File: config.mk
export PLATFORM = sky130hd
export DESIGN_NAME = usart_tx_unit
export DESIGN_NICKNAME = d
export VERILOG_FILES = /design/src/rtl/usart_tx_pkg.sv /design/src/rtl/usart_tx_ctrl.sv /design/src/rtl/usart_tx_pace.sv /design/src/rtl/usart_tx_shift.sv /design/src/rtl/usart_tx_unit.sv
export SDC_FILE = /design/constraint.sdc
export NUM_CORES = 1
export LEC_CHECK = 0
export ABC_AREA = 1
export CAP_MARGIN = 10
export CORE_MARGIN = 5
export CORE_UTILIZATION = 45
export CTS_CLUSTER_SIZE = 24
export DETAILED_ROUTE_END_ITERATION = 7
export PLACE_DENSITY_LB_ADDON = 0.08
export SLEW_MARGIN = 10
export SYNTH_ARGS = -nofsm -noshare
export SYNTH_HDL_FRONTEND = slang
export SYNTH_SLANG_ARGS = --single-unit
export TNS_END_PERCENT = 10
File: constraint.sdc
create_clock -name clk -period 2.6 [get_ports clk]
set_input_delay 0.26 -clock clk [delete_from_list [all_inputs] [get_ports clk]]
set_output_delay 0.26 -clock clk [all_outputs]
set_load 0.02 [all_outputs]
File: src/rtl/usart_tx_pkg.sv
package usart_tx_pkg;
  localparam int unsigned CTRL_W  = 8;
  localparam int unsigned B_SYNC  = 7;
  localparam int unsigned B_MSTR  = 6;
  localparam int unsigned B_NINE  = 5;
  localparam int unsigned B_TXEN  = 4;
  localparam int unsigned B_FAST  = 3;
  localparam int unsigned B_RSVD  = 2;
  localparam int unsigned B_EMPTY = 1;
  localparam int unsigned B_XBIT  = 0;

  typedef struct packed {
    logic sync;
    logic master;
    logic nine;
    logic txen;
    logic fast;
    logic xbit;
  } tx_cfg_t;
endpackage

File: src/rtl/usart_tx_ctrl.sv
module usart_tx_ctrl
  import usart_tx_pkg::*;
(
  input  logic              clk,
  input  logic              rst_n,
  input  logic              wr_en,
  input  logic [CTRL_W-1:0] wr_data,
  input  logic              sr_empty,
  output tx_cfg_t           cfg,
  output logic [CTRL_W-1:0] rd_data
);
  tx_cfg_t cfg_q, cfg_d;

  always_comb begin
    cfg_d = cfg_q;
    if (wr_en) begin
      cfg_d.sync   = wr_data[B_SYNC];
      cfg_d.master = wr_data[B_MSTR];
      cfg_d.nine   = wr_data[B_NINE];
      cfg_d.txen   = wr_data[B_TXEN];
      cfg_d.fast   = wr_data[B_FAST];
      cfg_d.xbit   = wr_data[B_XBIT];
    end
  end

  always_ff @(posedge clk or negedge rst_n) begin
    if (!rst_n) cfg_q <= '0;
    else        cfg_q <= cfg_d;
  end

  always_comb begin
    rd_data          = '0;
    rd_data[B_SYNC]  = cfg_q.sync;
    rd_data[B_MSTR]  = cfg_q.master;
    rd_data[B_NINE]  = cfg_q.nine;
    rd_data[B_TXEN]  = cfg_q.txen;
    rd_data[B_FAST]  = cfg_q.fast;
    rd_data[B_RSVD]  = 1'b0;
    rd_data[B_EMPTY] = sr_empty;
    rd_data[B_XBIT]  = cfg_q.xbit;
  end

  assign cfg = cfg_q;
endmodule

File: src/rtl/usart_tx_pace.sv
module usart_tx_pace #(
  parameter int unsigned SLOW_TICKS  = 16,
  parameter int unsigned FAST_TICKS  = 4,
  parameter int unsigned SYNC_STAGES = 2
) (
  input  logic clk,
  input  logic rst_n,
  input  logic run,
  input  logic sync_mode,
  input  logic master_mode,
  input  logic fast_mode,
  input  logic baud_tick,
  input  logic ext_clk,
  output logic step,
  output logic sclk
);
  localparam int unsigned MAX_T = (SLOW_TICKS > FAST_TICKS) ? SLOW_TICKS : FAST_TICKS;
  localparam int unsigned CNT_W = $clog2(MAX_T + 1);

  logic [CNT_W-1:0]     cnt_q, cnt_d, lim;
  logic                 sclk_q, sclk_d;
  logic [SYNC_STAGES:0] xs_q;
  logic                 ext_fall;

  assign lim = fast_mode ? CNT_W'(FAST_TICKS - 1) : CNT_W'(SLOW_TICKS - 1);

  // synchronizer stages plus one history stage for edge detection
  always_ff @(posedge clk or negedge rst_n) begin
    if (!rst_n) xs_q <= '0;
    else begin
      xs_q[0] <= ext_clk;
      for (int i = 1; i <= SYNC_STAGES; i++) xs_q[i] <= xs_q[i-1];
    end
  end

  assign ext_fall = xs_q[SYNC_STAGES] & ~xs_q[SYNC_STAGES-1];

  always_comb begin
    step   = 1'b0;
    cnt_d  = cnt_q;
    sclk_d = sclk_q;
    if (!run) begin
      cnt_d  = '0;
      sclk_d = 1'b0;
    end else if (!sync_mode) begin
      if (baud_tick) begin
        if (cnt_q >= lim) begin
          cnt_d = '0;
          step  = 1'b1;
        end else begin
          cnt_d = cnt_q + CNT_W'(1);
        end
      end
    end else if (master_mode) begin
      if (baud_tick) begin
        sclk_d = ~sclk_q;
        step   = sclk_q;
      end
    end else begin
      step = ext_fall;
    end
  end

  always_ff @(posedge clk or negedge rst_n) begin
    if (!rst_n) begin
      cnt_q  <= '0;
      sclk_q <= 1'b0;
    end else begin
      cnt_q  <= cnt_d;
      sclk_q <= sclk_d;
    end
  end

  assign sclk = sclk_q;
endmodule

File: src/rtl/usart_tx_shift.sv
module usart_tx_shift #(
  parameter int unsigned DATA_W = 8
) (
  input  logic              clk,
  input  logic              rst_n,
  input  logic              go,
  input  logic              pend,
  input  logic [DATA_W-1:0] pend_data,
  input  logic              sync_mode,
  input  logic              nine_mode,
  input  logic              xbit,
  input  logic              step,
  output logic              busy,
  output logic              line,
  output logic              take
);
  localparam int unsigned FRAME_W = DATA_W + 3;
  localparam int unsigned CNT_W   = $clog2(FRAME_W + 1);

  logic [FRAME_W-1:0] sh_q, sh_d;
  logic [CNT_W-1:0]   left_q, left_d;
  logic               busy_q, busy_d;

  assign take = go & pend & ~busy_q;

  always_comb begin
    sh_d   = sh_q;
    left_d = left_q;
    busy_d = busy_q;
    if (!go) begin
      busy_d = 1'b0;
      sh_d   = '1;
      left_d = '0;
    end else if (take) begin
      busy_d = 1'b1;
      if (sync_mode) begin
        sh_d   = {2'b11, xbit, pend_data};
        left_d = nine_mode ? CNT_W'(DATA_W + 1) : CNT_W'(DATA_W);
      end else begin
        sh_d   = {1'b1, (nine_mode ? xbit : 1'b1), pend_data, 1'b0};
        left_d = nine_mode ? CNT_W'(DATA_W + 3) : CNT_W'(DATA_W + 2);
      end
    end else if (busy_q && step) begin
      sh_d   = {1'b1, sh_q[FRAME_W-1:1]};
      left_d = left_q - CNT_W'(1);
      if (left_q == CNT_W'(1)) busy_d = 1'b0;
    end
  end

  always_ff @(posedge clk or negedge rst_n) begin
    if (!rst_n) begin
      sh_q   <= '1;
      left_q <= '0;
      busy_q <= 1'b0;
    end else begin
      sh_q   <= sh_d;
      left_q <= left_d;
      busy_q <= busy_d;
    end
  end

  assign busy = busy_q;
  assign line = sh_q[0];

  // the frame only moves when the pacing logic grants a step
  p_frame_hold_r4: assert property (@(posedge clk) disable iff (!rst_n)
    (busy_q && go && !step) |=> $stable(sh_q));
endmodule

File: src/rtl/usart_tx_unit.sv
module usart_tx_unit
  import usart_tx_pkg::*;
#(
  parameter int unsigned DATA_W      = 8,
  parameter int unsigned SLOW_TICKS  = 16,
  parameter int unsigned FAST_TICKS  = 4,
  parameter int unsigned SYNC_STAGES = 2
) (
  input  logic              clk,
  input  logic              rst_n,
  input  logic              ctl_wr,
  input  logic [CTRL_W-1:0] ctl_wdata,
  output logic [CTRL_W-1:0] ctl_rdata,
  input  logic              hold_wr,
  input  logic [DATA_W-1:0] hold_wdata,
  input  logic              baud_tick,
  input  logic              port_en,
  input  logic              rx_once_en,
  input  logic              rx_cont_en,
  input  logic              ext_sclk,
  output logic              txd_o,
  output logic              txd_oe,
  output logic              sclk_o,
  output logic              sclk_oe
);
  logic [1:0]        rst_sync_q;
  logic              rst_i;
  tx_cfg_t           cfg;
  logic              go, busy, line, take, step, sclk;
  logic [DATA_W-1:0] hold_q;
  logic              hold_full_q, hold_full_d;

  // asynchronous assert, synchronous release
  always_ff @(posedge clk or negedge rst_n) begin
    if (!rst_n) rst_sync_q <= '0;
    else        rst_sync_q <= {rst_sync_q[0], 1'b1};
  end
  assign rst_i = rst_sync_q[1];

  assign go = cfg.txen & ~(cfg.sync & (rx_once_en | rx_cont_en));

  usart_tx_ctrl u_ctrl (
    .clk      (clk),
    .rst_n    (rst_i),
    .wr_en    (ctl_wr),
    .wr_data  (ctl_wdata),
    .sr_empty (~busy),
    .cfg      (cfg),
    .rd_data  (ctl_rdata)
  );

  always_comb begin
    hold_full_d = hold_full_q;
    if (take)    hold_full_d = 1'b0;
    if (hold_wr) hold_full_d = 1'b1;
  end

  always_ff @(posedge clk or negedge rst_i) begin
    if (!rst_i) begin
      hold_q      <= '0;
      hold_full_q <= 1'b0;
    end else begin
      hold_full_q <= hold_full_d;
      if (hold_wr) hold_q <= hold_wdata;
    end
  end

  usart_tx_pace #(
    .SLOW_TICKS  (SLOW_TICKS),
    .FAST_TICKS  (FAST_TICKS),
    .SYNC_STAGES (SYNC_STAGES)
  ) u_pace (
    .clk         (clk),
    .rst_n       (rst_i),
    .run         (busy & go),
    .sync_mode   (cfg.sync),
    .master_mode (cfg.master),
    .fast_mode   (cfg.fast),
    .baud_tick   (baud_tick),
    .ext_clk     (ext_sclk),
    .step        (step),
    .sclk        (sclk)
  );

  usart_tx_shift #(.DATA_W(DATA_W)) u_shift (
    .clk       (clk),
    .rst_n     (rst_i),
    .go        (go),
    .pend      (hold_full_q),
    .pend_data (hold_q),
    .sync_mode (cfg.sync),
    .nine_mode (cfg.nine),
    .xbit      (cfg.xbit),
    .step      (step),
    .busy      (busy),
    .line      (line),
    .take      (take)
  );

  assign txd_o   = line;
  assign txd_oe  = port_en & (~cfg.sync | go);
  assign sclk_o  = sclk;
  assign sclk_oe = port_en & cfg.sync & cfg.master & go;

  // a pending byte with a free shifter is taken at the next edge
  p_load_next_r3: assert property (@(posedge clk) disable iff (!rst_i)
    (hold_full_q && go && !busy) |=> busy);

  // the master clock rests low whenever no frame is in flight
  p_clk_rests_low_r6: assert property (@(posedge clk) disable iff (!rst_i)
    !busy |-> !sclk);

  // in master mode the data line moves only with a falling clock
  p_fall_only_r6: assert property (@(posedge clk) disable iff (!rst_i)
    (cfg.sync && cfg.master && busy && $past(busy) && !$stable(line)) |-> $fell(sclk));

  // a receive enable in synchronous mode ends transmission
  p_rx_wins_r9: assert property (@(posedge clk) disable iff (!rst_i)
    (cfg.sync && (rx_once_en || rx_cont_en)) |=> !busy);
endmodule

Word level (Yosys, flattened, before mapping)
Index checks and enable logic that the tools add are counted.

Output and inout port bits: 12. Register bits after elaboration: 42. Input bits: 25.

Multiplexer cells: 32. Reductions and logical operators: 5. Bitwise gates (word level): 17. Add/sub/neg operators: 2. Equal/unequal tests: 7. $lt $le $gt $ge: 1.

Operators by type and width (number): $mux 11 (3); $mux 4 (5); $mux 5 (4); $mux 1 (19); $and 1x1->1 (10); $mux 10 (1); $ne 2x2->1 const B (4); $ne 3x1->1 const B (2); $add 5x1->5 const B (1); $ge 5x5->1 (1); $not 1->1 (5); $eq 4x1->1 const B (1); $reduce_and 2->1 (2); $sub 4x1->4 const B (1); $reduce_and 3->1 (1); $or 1x1->1 (2); $reduce_bool 2->1 (1); $logic_and 1x1->1 (1).

Logic depth before layout (Yosys ltp)
Gate-level depths: netlist of the first run.

Word-level depth: 10. Gate-level depth with buffers: 10. Depth with buffers taken out: 10.

Modules after synthesis
A second synthesis of the first run with hierarchy kept.

Cells, all modules: 281. Area, all modules: 2194.6 um^2.

By module, submodules not included: usart_tx_shift (times used 1, area each 960.9 um^2, cells an instance 134); usart_tx_pace (times used 1, area each 506.7 um^2, cells an instance 62); usart_tx_unit (times used 1, area each 441.7 um^2, cells an instance 51); usart_tx_ctrl (times used 1, area each 285.3 um^2, cells an instance 34).

Worst setup path after synthesis of the first run
OpenSTA, ideal clock, no wires.

Kind: reg2out. From: reg u_ctrl.cfg_q (netlist bit u_ctrl.cfg[2]). To: out sclk_oe. Cell stages (with the launch flop): 3. Setup slack: 0.982 ns. Arrival time: 1.358 ns. Cell sequence: dfrtp_1 > nand2_1 > nor4_1.

Cells in the longest elaborated chain, start to end: 2.

RTL lines: start: declaration (RTL line usart_tx_ctrl.sv:12) `tx_cfg_t cfg_q, cfg_d;`; start signal: assignment (RTL line usart_tx_ctrl.sv:28) `else cfg_q <= cfg_d;`; $and 1x1->1 (RTL line usart_tx_unit.sv:40) `assign go = cfg.txen & ~(cfg.sync & (rx_once_en | rx_cont_en));`; $and 1x1->1 (RTL line usart_tx_unit.sv:103) `assign sclk_oe = port_en & cfg.sync & cfg.master & go;`; end: declaration (RTL line usart_tx_unit.sv:24) `output logic sclk_oe`.

No other way between the ends.

Worst setup path after layout of the first run
From: in rx_cont_en. To: out sclk_oe.

Cells in the longest elaborated chain, start to end: 5.

RTL lines: start: declaration (RTL line usart_tx_unit.sv:19) `input logic rx_cont_en,`; $or 1x1->1 (RTL line usart_tx_unit.sv:40); $and 1x1->1 (RTL line usart_tx_unit.sv:40); $not 1->1 (RTL line usart_tx_unit.sv:40); $and 1x1->1 (RTL line usart_tx_unit.sv:40); $and 1x1->1 (RTL line usart_tx_unit.sv:103).

No other way between the ends.

==> results by group, run 1 <==
Worst setup path
  – Crit-path cells: clkdlybuf4s50_1 -> o21ai_2 -> nand2_1 -> nor4_1 -> clkdlybuf4s50_1
  – Critical-path top delay cell: clkdlybuf4s50_1
  – R2R depth: 9
  – Critical path startpoint category: primary input
  – R2R Setup Slk: about 0.8 ns
  – WP buf/inv: 2
  – Reg2reg end: u_shift.left_q[2]
  – Critical path endpoint category: primary output
  – Kind of critical path: in2out
  – Crit path DAT: 2.02 ns
  – CP most frequent cell: clkdlybuf4s50_1
  – Critical path required time: ~2.3 ns
  – Critical-path maximum fanout: 5
  – Worst reg2reg path startpoint: u_pace.cnt_q[2]
  – Levels on crit path: 5
  – Crit-path max cell delay: roughly 0.65 ns
  – CP top delay family: buffers and inverters

Timing
  – Minimum clock period: between 2 and 2.5 ns
  – Fin Setup TNS: 0 ns
  – Rel. slew slack: 0.6335
  – Setup violators final: 0
  – RSZ-0062 raised after global routing: no
  – Final Hold Vio Count: 0
  – Worst-Margin Slew: 0.5498 ns
  – FMAX: 439.5 MHz
  – Period utilization: 0.8751
  – Clock skew: ~0.004 ns
  – Slew Viols, Final: 0
  – Final WS setup: ~0.32 ns

Floorplan
  – Row count: 25
  – Die X: about 80 um
  – Die Ht: 80.23 um
  – Initial Util: 0.4668
  – IO Pins: 37
  – Core ar.: 4755 um2
  – Die ar.: 6437 um2

Pwr
  – Worst VDD drop: between 200 and 300 uV
  – Pwr dens: 630.7 nW/um2
  – Static leakage: 1.262 nW

Detailed routing
  – DR DRC count: 0
  – Via density: 4.671
  – DRT iter0 DRCs: 56
  – Final wirelength: 4.447 mm
  – WL/cell: between 10 and 15 um
  – DRT antenna net count: 0
  – Via Count: ~1,800
  – Drt first pass iters: 4

Synthesis
  – Post-synthesis cell area: 2220 um2
  – Most frequent cell after synthesis: nand2_1
  – YS warnings: 0
  – Post-synth ARST share: 1.000
  – Post-synth EDFFs: 0
  – Share of the synthesized area in the top cell type: 0.3495
  – Post-synthesis simple-gate area fraction: 0.2999
  – Post-synth top cells: 75 x nand2_1, 37 x nor2_1, 31 x dfrtp_1, 29 x inv_1, 21 x o21ai_0
  – Register area share after synthesis: 0.4679
  – Synth Area in Compound Gates: 0.08117
  – Largest cells by area after synthesis: dfrtp_1 35%, nand2_1 13%, dfstp_2 12%
  – Main combinational cell family by area after synthesis: simple AND/OR/NAND/NOR gates
  – Number of synthesized register bits: 41
  – Area leader, netlist: dfrtp_1
  – Post-Synthesis Mean Instance Area: a little under 8 um2
  – Post-Synth Adder-Cell Area: 0.02818
  – Synth cell types: 31
  – Commonest register cell after synthesis: dfrtp_1
  – Mapped Nets: ~310
  – Synth Instances: 283
  – Multiplexer share of the synthesized area: 0.01015
  – Synth Area in XOR/XNOR: 0.003946

Global routing
  – Vias in the first global route: 1,710
  – Largest net degree at the start of global routing: 28
  – Total track usage: 0.1520
  – Met1 usage: 0.2165
  – First-pass GRT wire length: approximately 7.7 mm
  – Met2 Usage GRT: 0.2318
  – Antenna violations before repair: 0
  – Grt total ovfl: 0
  – Met3 usage: 0.03139
  – GR peak layer: met2

Finish
  – Layout cells sized above 1: 0.1065
  – N_diodes: 0
  – P&R area growth vs syn: 18.21%
  – Nets: roughly 340
  – Fillers: around 470

Clock network
  – TritonCTS clock tree: yes
  – Clock transition at the registers of the reported paths: 0.07 ns
  – Resized Gates After CTS: 0
  – Clock sinks: 41
  – Hold Buf Count CTS: 0
  – Deepest clock path buffer count: 2
  – CTS Buf Count: 5
  – Setup bufs post-CTS: 0
  – Clk_lat worst skew: 0.28 ns
  – Root buf cell: clkbuf_8
  – H-Tree Depth: 2

Job
  – Max-cap violations: 0

Hold path
  – HP Class: in2async

Placement
  – I/O Buffers: 33
  – Final GP Congestion: 0.7822
  – Pre-CTS setup slack: 0.3357 ns
  – Dpl hpwl: around 3.2 mm

Outcome
  – Outcome: completed
-- how the worst max path moves through the flow --
| stage | startpoint | end | slack [ns] |
|---|---|---|---|
| 2_1_floorplan | u_ctrl.cfg[2] | sclk_oe | 0.98 |
| 3_3_place_gp | rx_cont_en | sclk_oe | 0.35 |
| 3_5_place_dp | rx_cont_en | sclk_oe | 0.34 |
| 4_1_cts | rx_cont_en | sclk_oe | 0.31 |
| 5_1_grt | rx_cont_en | sclk_oe | 0.18 |
| 6_report | rx_cont_en | sclk_oe | 0.32 |
-- cell usage in the layout, fill, tap and decap left out, drive strengths merged, types with 2 or more instances in the layout --
cell type      count
mux2               2
nand2             78
dfstp             10
dfrtp             31
conb               2
o21ai             23
buf                3
clkdlybuf4s50     33
inv               32
nand3             12
clkbuf             7
a21oi              7
o22ai              2
ha                 5
nand4             17
nor2              37
-- power breakdown --
part	total, mW	internal, mW	switching (mW)
combinational	0.429	0.180	0.249
clock	0.387	0.188	0.199
sequential	0.839	0.766	0.0729
-- cell type report --
type | instances | area, um2 | share of cell area
flip-flops and latches | 41 | 1039 | 0.3958
well taps | 67 | 83.83 | 0.03195
clock inverters | 1 | 5.005 | 0.001907
clock buffers | 7 | 76.32 | 0.02909
inverters | 32 | 120.1 | 0.04578
repair buffers | 36 | 352.8 | 0.1345
multi-input cells | 193 | 947.2 | 0.3610
-- registers in the layout, indices dropped and copies added, names as in the netlist --
register / cells
u_ctrl.cfg: 6
rst_sync_q: 2
u_pace.xs_q: 3
u_pace.cnt_q: 5
u_pace.sclk: 1
u_shift.left_q: 4
hold_full_q: 1
hold_q: 8
u_shift.sh_q: 10
u_shift.busy: 1
-- layer usage --
metal / vias up / wire length (um)
li1: 947 / -
met1: 777 / 2298
met2: 32 / 1907
met3: 5 / 201
met4: 0 / 39
met5: - / 0
-- per-stage QoR --
stage | utilization | cell area [um2] | std cells | total power, mW | hold WS, ns
6_report | 0.5518 | 2624 | 377 | 1.655 | 0.1321
5_1_grt | 0.5518 | 2624 | 377 | 1.785 | 0.1195
4_1_cts | 0.5518 | 2624 | 377 | 1.684 | 0.1206
3_5_place_dp | 0.5347 | 2542 | 369 | 1.283 | 0.2522
3_3_place_gp | 0.5347 | 2542 | 369 | 1.278 | 0.2510
2_1_floorplan | - | 2220 | 283 | 1.159 | -0.03559
-- cell families after synthesis --
group,Yosys count
mux,2
other cells,2
fa+ha+maj,5
compound gates,34
xor+xnor,1
flops,41
simple gates,149
buf+inv,49
Power figures use the tool's default switching activity.
==> run 2, diff against run 1 <==
CORE_ASPECT_RATIO = 0.5   (was unset)
==> results by group, run 2 (synthesis results as in run 1) <==
Pwr
  – Pwr dens: 648.7 nW/um2 (+2.8%)
  – Worst VDD drop: 275.7 uV (+9.4%)
  – Static leakage: 1.261 nW (about the same)

Floorplan
  – Initial Util: 0.4584 (-0.008444)
  – Die X: 109.3 um (+36%)
  – Die Ht: 59.66 um (-26%)
  – Core ar.: 4842 um2 (+1.8%)
  – Row count: 18 (-28%)
  – Die ar.: 6522 um2 (+1.3%)
  – IO Pins: 37 (unchanged)

Global routing
  – First-pass GRT wire length: 8.328 mm (+7.8%)
  – Vias in the first global route: 1,882 (+10%)
  – Met2 Usage GRT: 0.2845 (+0.05269)
  – Largest net degree at the start of global routing: 40 (+43%)
  – Grt total ovfl: 0 (unchanged)
  – Met3 usage: 0.04854 (+0.01715)
  – Met1 usage: 0.1996 (-0.01687)
  – Total track usage: 0.1643 (+0.01228)
  – Antenna violations before repair: 0 (unchanged)
  – GR peak layer: met2

Timing
  – FMAX: 452.5 MHz (+3.0%)
  – Rel. slew slack: 0.6671 (+0.03362)
  – Setup violators final: 0 (unchanged)
  – RSZ-0062 raised after global routing: no
  – Period utilization: 0.8500 (-0.02511)
  – Clock skew: 0.01155 ns (+0.007555 ns)
  – Final Hold Vio Count: 0 (unchanged)
  – Slew Viols, Final: 0 (unchanged)
  – Worst Hold Slack: 0.1255 ns (-0.006642 ns)
  – Minimum clock period: 2.210 ns (-0.06529 ns)
  – Final WS setup: 0.3900 ns (+0.06529 ns)
  – Worst-Margin Slew: 0.4978 ns (-0.05199 ns)
  – Fin Setup TNS: 0 ns (unchanged)

Worst setup path
  – Critical-path maximum fanout: 5 (unchanged)
  – R2R Setup Slk: 0.75 ns (-0.05 ns)
  – Worst reg2reg path startpoint: u_pace.cnt_q[2]
  – Critical path endpoint category: primary output
  – Reg2reg end: u_shift.sh_q[1]
  – Critical path startpoint category: primary input
  – Critical path required time: 2.34 ns (about the same)
  – Crit path DAT: 1.95 ns (-0.07 ns)
  – Kind of critical path: in2out
  – R2R depth: 9 (unchanged)

Placement
  – Pre-CTS setup slack: 0.3636 ns (+0.02790 ns)
  – Placed cell area: 2539 um2 (-0.15%)
  – I/O Buffers: 33 (unchanged)
  – Final GP Congestion: 0.7702 (-1.5%)
  – Dpl hpwl: 3.409 mm (+5.7%)

Clock network
  – Deepest clock path buffer count: 2 (unchanged)
  – TritonCTS clock tree: yes
  – Root buf cell: clkbuf_8
  – Clock transition at the registers of the reported paths: 0.07 ns (about the same)
  – Setup bufs post-CTS: 0 (unchanged)
  – Hold Buf Count CTS: 0 (unchanged)
  – Clk_lat worst skew: 0.30 ns (+0.02 ns)
  – CTS Buf Count: 5 (unchanged)
  – H-Tree Depth: 2 (unchanged)
  – Clock sinks: 41 (unchanged)
  – Resized Gates After CTS: 0 (unchanged)

Job
  – Max-cap violations: 0 (unchanged)

Finish
  – N_diodes: 0 (unchanged)
  – Max reg flops: 10 (unchanged)
  – P&R area growth vs syn: 18.43%
  – Fin area: 2629 um2 (+0.19%)
  – Finished Core Util: 0.5429 (-0.008948)
  – Nets: 338 (-0.29%)
  – Most frequent cells in the layout: 75 x nand2_1, 37 x nor2_1, 33 x clkdlybuf4s50_1
  – Commonest non-fill, non-tap cell in the layout: nand2_1
  – Layout cells sized above 1: 0.1036 (-0.002892)
  – Fillers: 483 (+2.1%)
  – Largest register by flop count: u_shift.sh_q

Detailed routing
  – DR DRC count: 0 (unchanged)
  – WL/cell: 12.85 um (+9.0%)
  – DRT antenna net count: 0 (unchanged)
  – DRT iter0 DRCs: 91 (+63%)
  – Final wirelength: 4.871 mm (+9.5%)
  – Via density: 4.939 (+5.7%)
  – Via Count: 1,872 (+6.3%)
  – Drt first pass iters: 6 (+2)

Outcome
  – Outcome: completed

Hold path
  – HP Class: in2async
-- run 2: cell count changes in the layout (fill, tap and decap cells not counted), sizes merged --
cell,previous run,this run
buf,3,2
clkbuf,7,8
clkinv,1,0
-- run 2: worst max-delay path by stage --
stage / start / end / slack (ns) / depth (start not counted)
after floorplan: u_ctrl.cfg[2] / sclk_oe / 0.98 / 2
after global placement: rx_cont_en / sclk_oe / 0.40 / 5
after detailed placement: rx_cont_en / sclk_oe / 0.36 / 5
after CTS: rx_cont_en / sclk_oe / 0.37 / 5
after global routing: rx_cont_en / sclk_oe / 0.25 / 5
final: rx_cont_en / sclk_oe / 0.39 / 5
-- run 2: layout make-up --
type / instances / area, um2 / area share
Inverter: 32 / 120.1 / 0.04569
Sequential cell: 41 / 1039 / 0.3951
Multi-Input combinational cell: 193 / 947.2 / 0.3603
Tap cell: 70 / 87.58 / 0.03332
Timing Repair Buffer: 35 / 345.3 / 0.1314
Clock buffer: 8 / 90.09 / 0.03427
-- run 2: stage by stage --
stage          cells  total power, mW
4_1_cts          379            1.728
5_1_grt          379            1.824
3_3_place_gp     371            1.272
2_1_floorplan    283            1.159
3_5_place_dp     371            1.288
6_report         379            1.705
-- run 2: worst max-delay path, cell delays in order --
cell	delay, ns
clkdlybuf4s50_1	0.44
o21ai_2	0.24
nand2_1	0.17
nor4_1	0.19
clkdlybuf4s50_1	0.65
-- run 2: where the power goes --
group / switching [mW] / internal [mW]
Combinational: 0.261 / 0.178
Clock: 0.213 / 0.217
Sequential: 0.0707 / 0.766
-- run 2: routing by layer --
metal | routed length (um) | vias up | share of wire
met5 | 0 | - | 0
li1 | - | 951 | -
met2 | 2332 | 44 | 0.48
met4 | 36 | 0 | 0.0074
met3 | 261 | 5 | 0.054
met1 | 2240 | 872 | 0.46
==> run 3, diff against run 2 <==
SLEW_MARGIN = unset   (was 10)
==> results of run 3 <==
Final layout, timing and power as in run 2 (identical DEF).
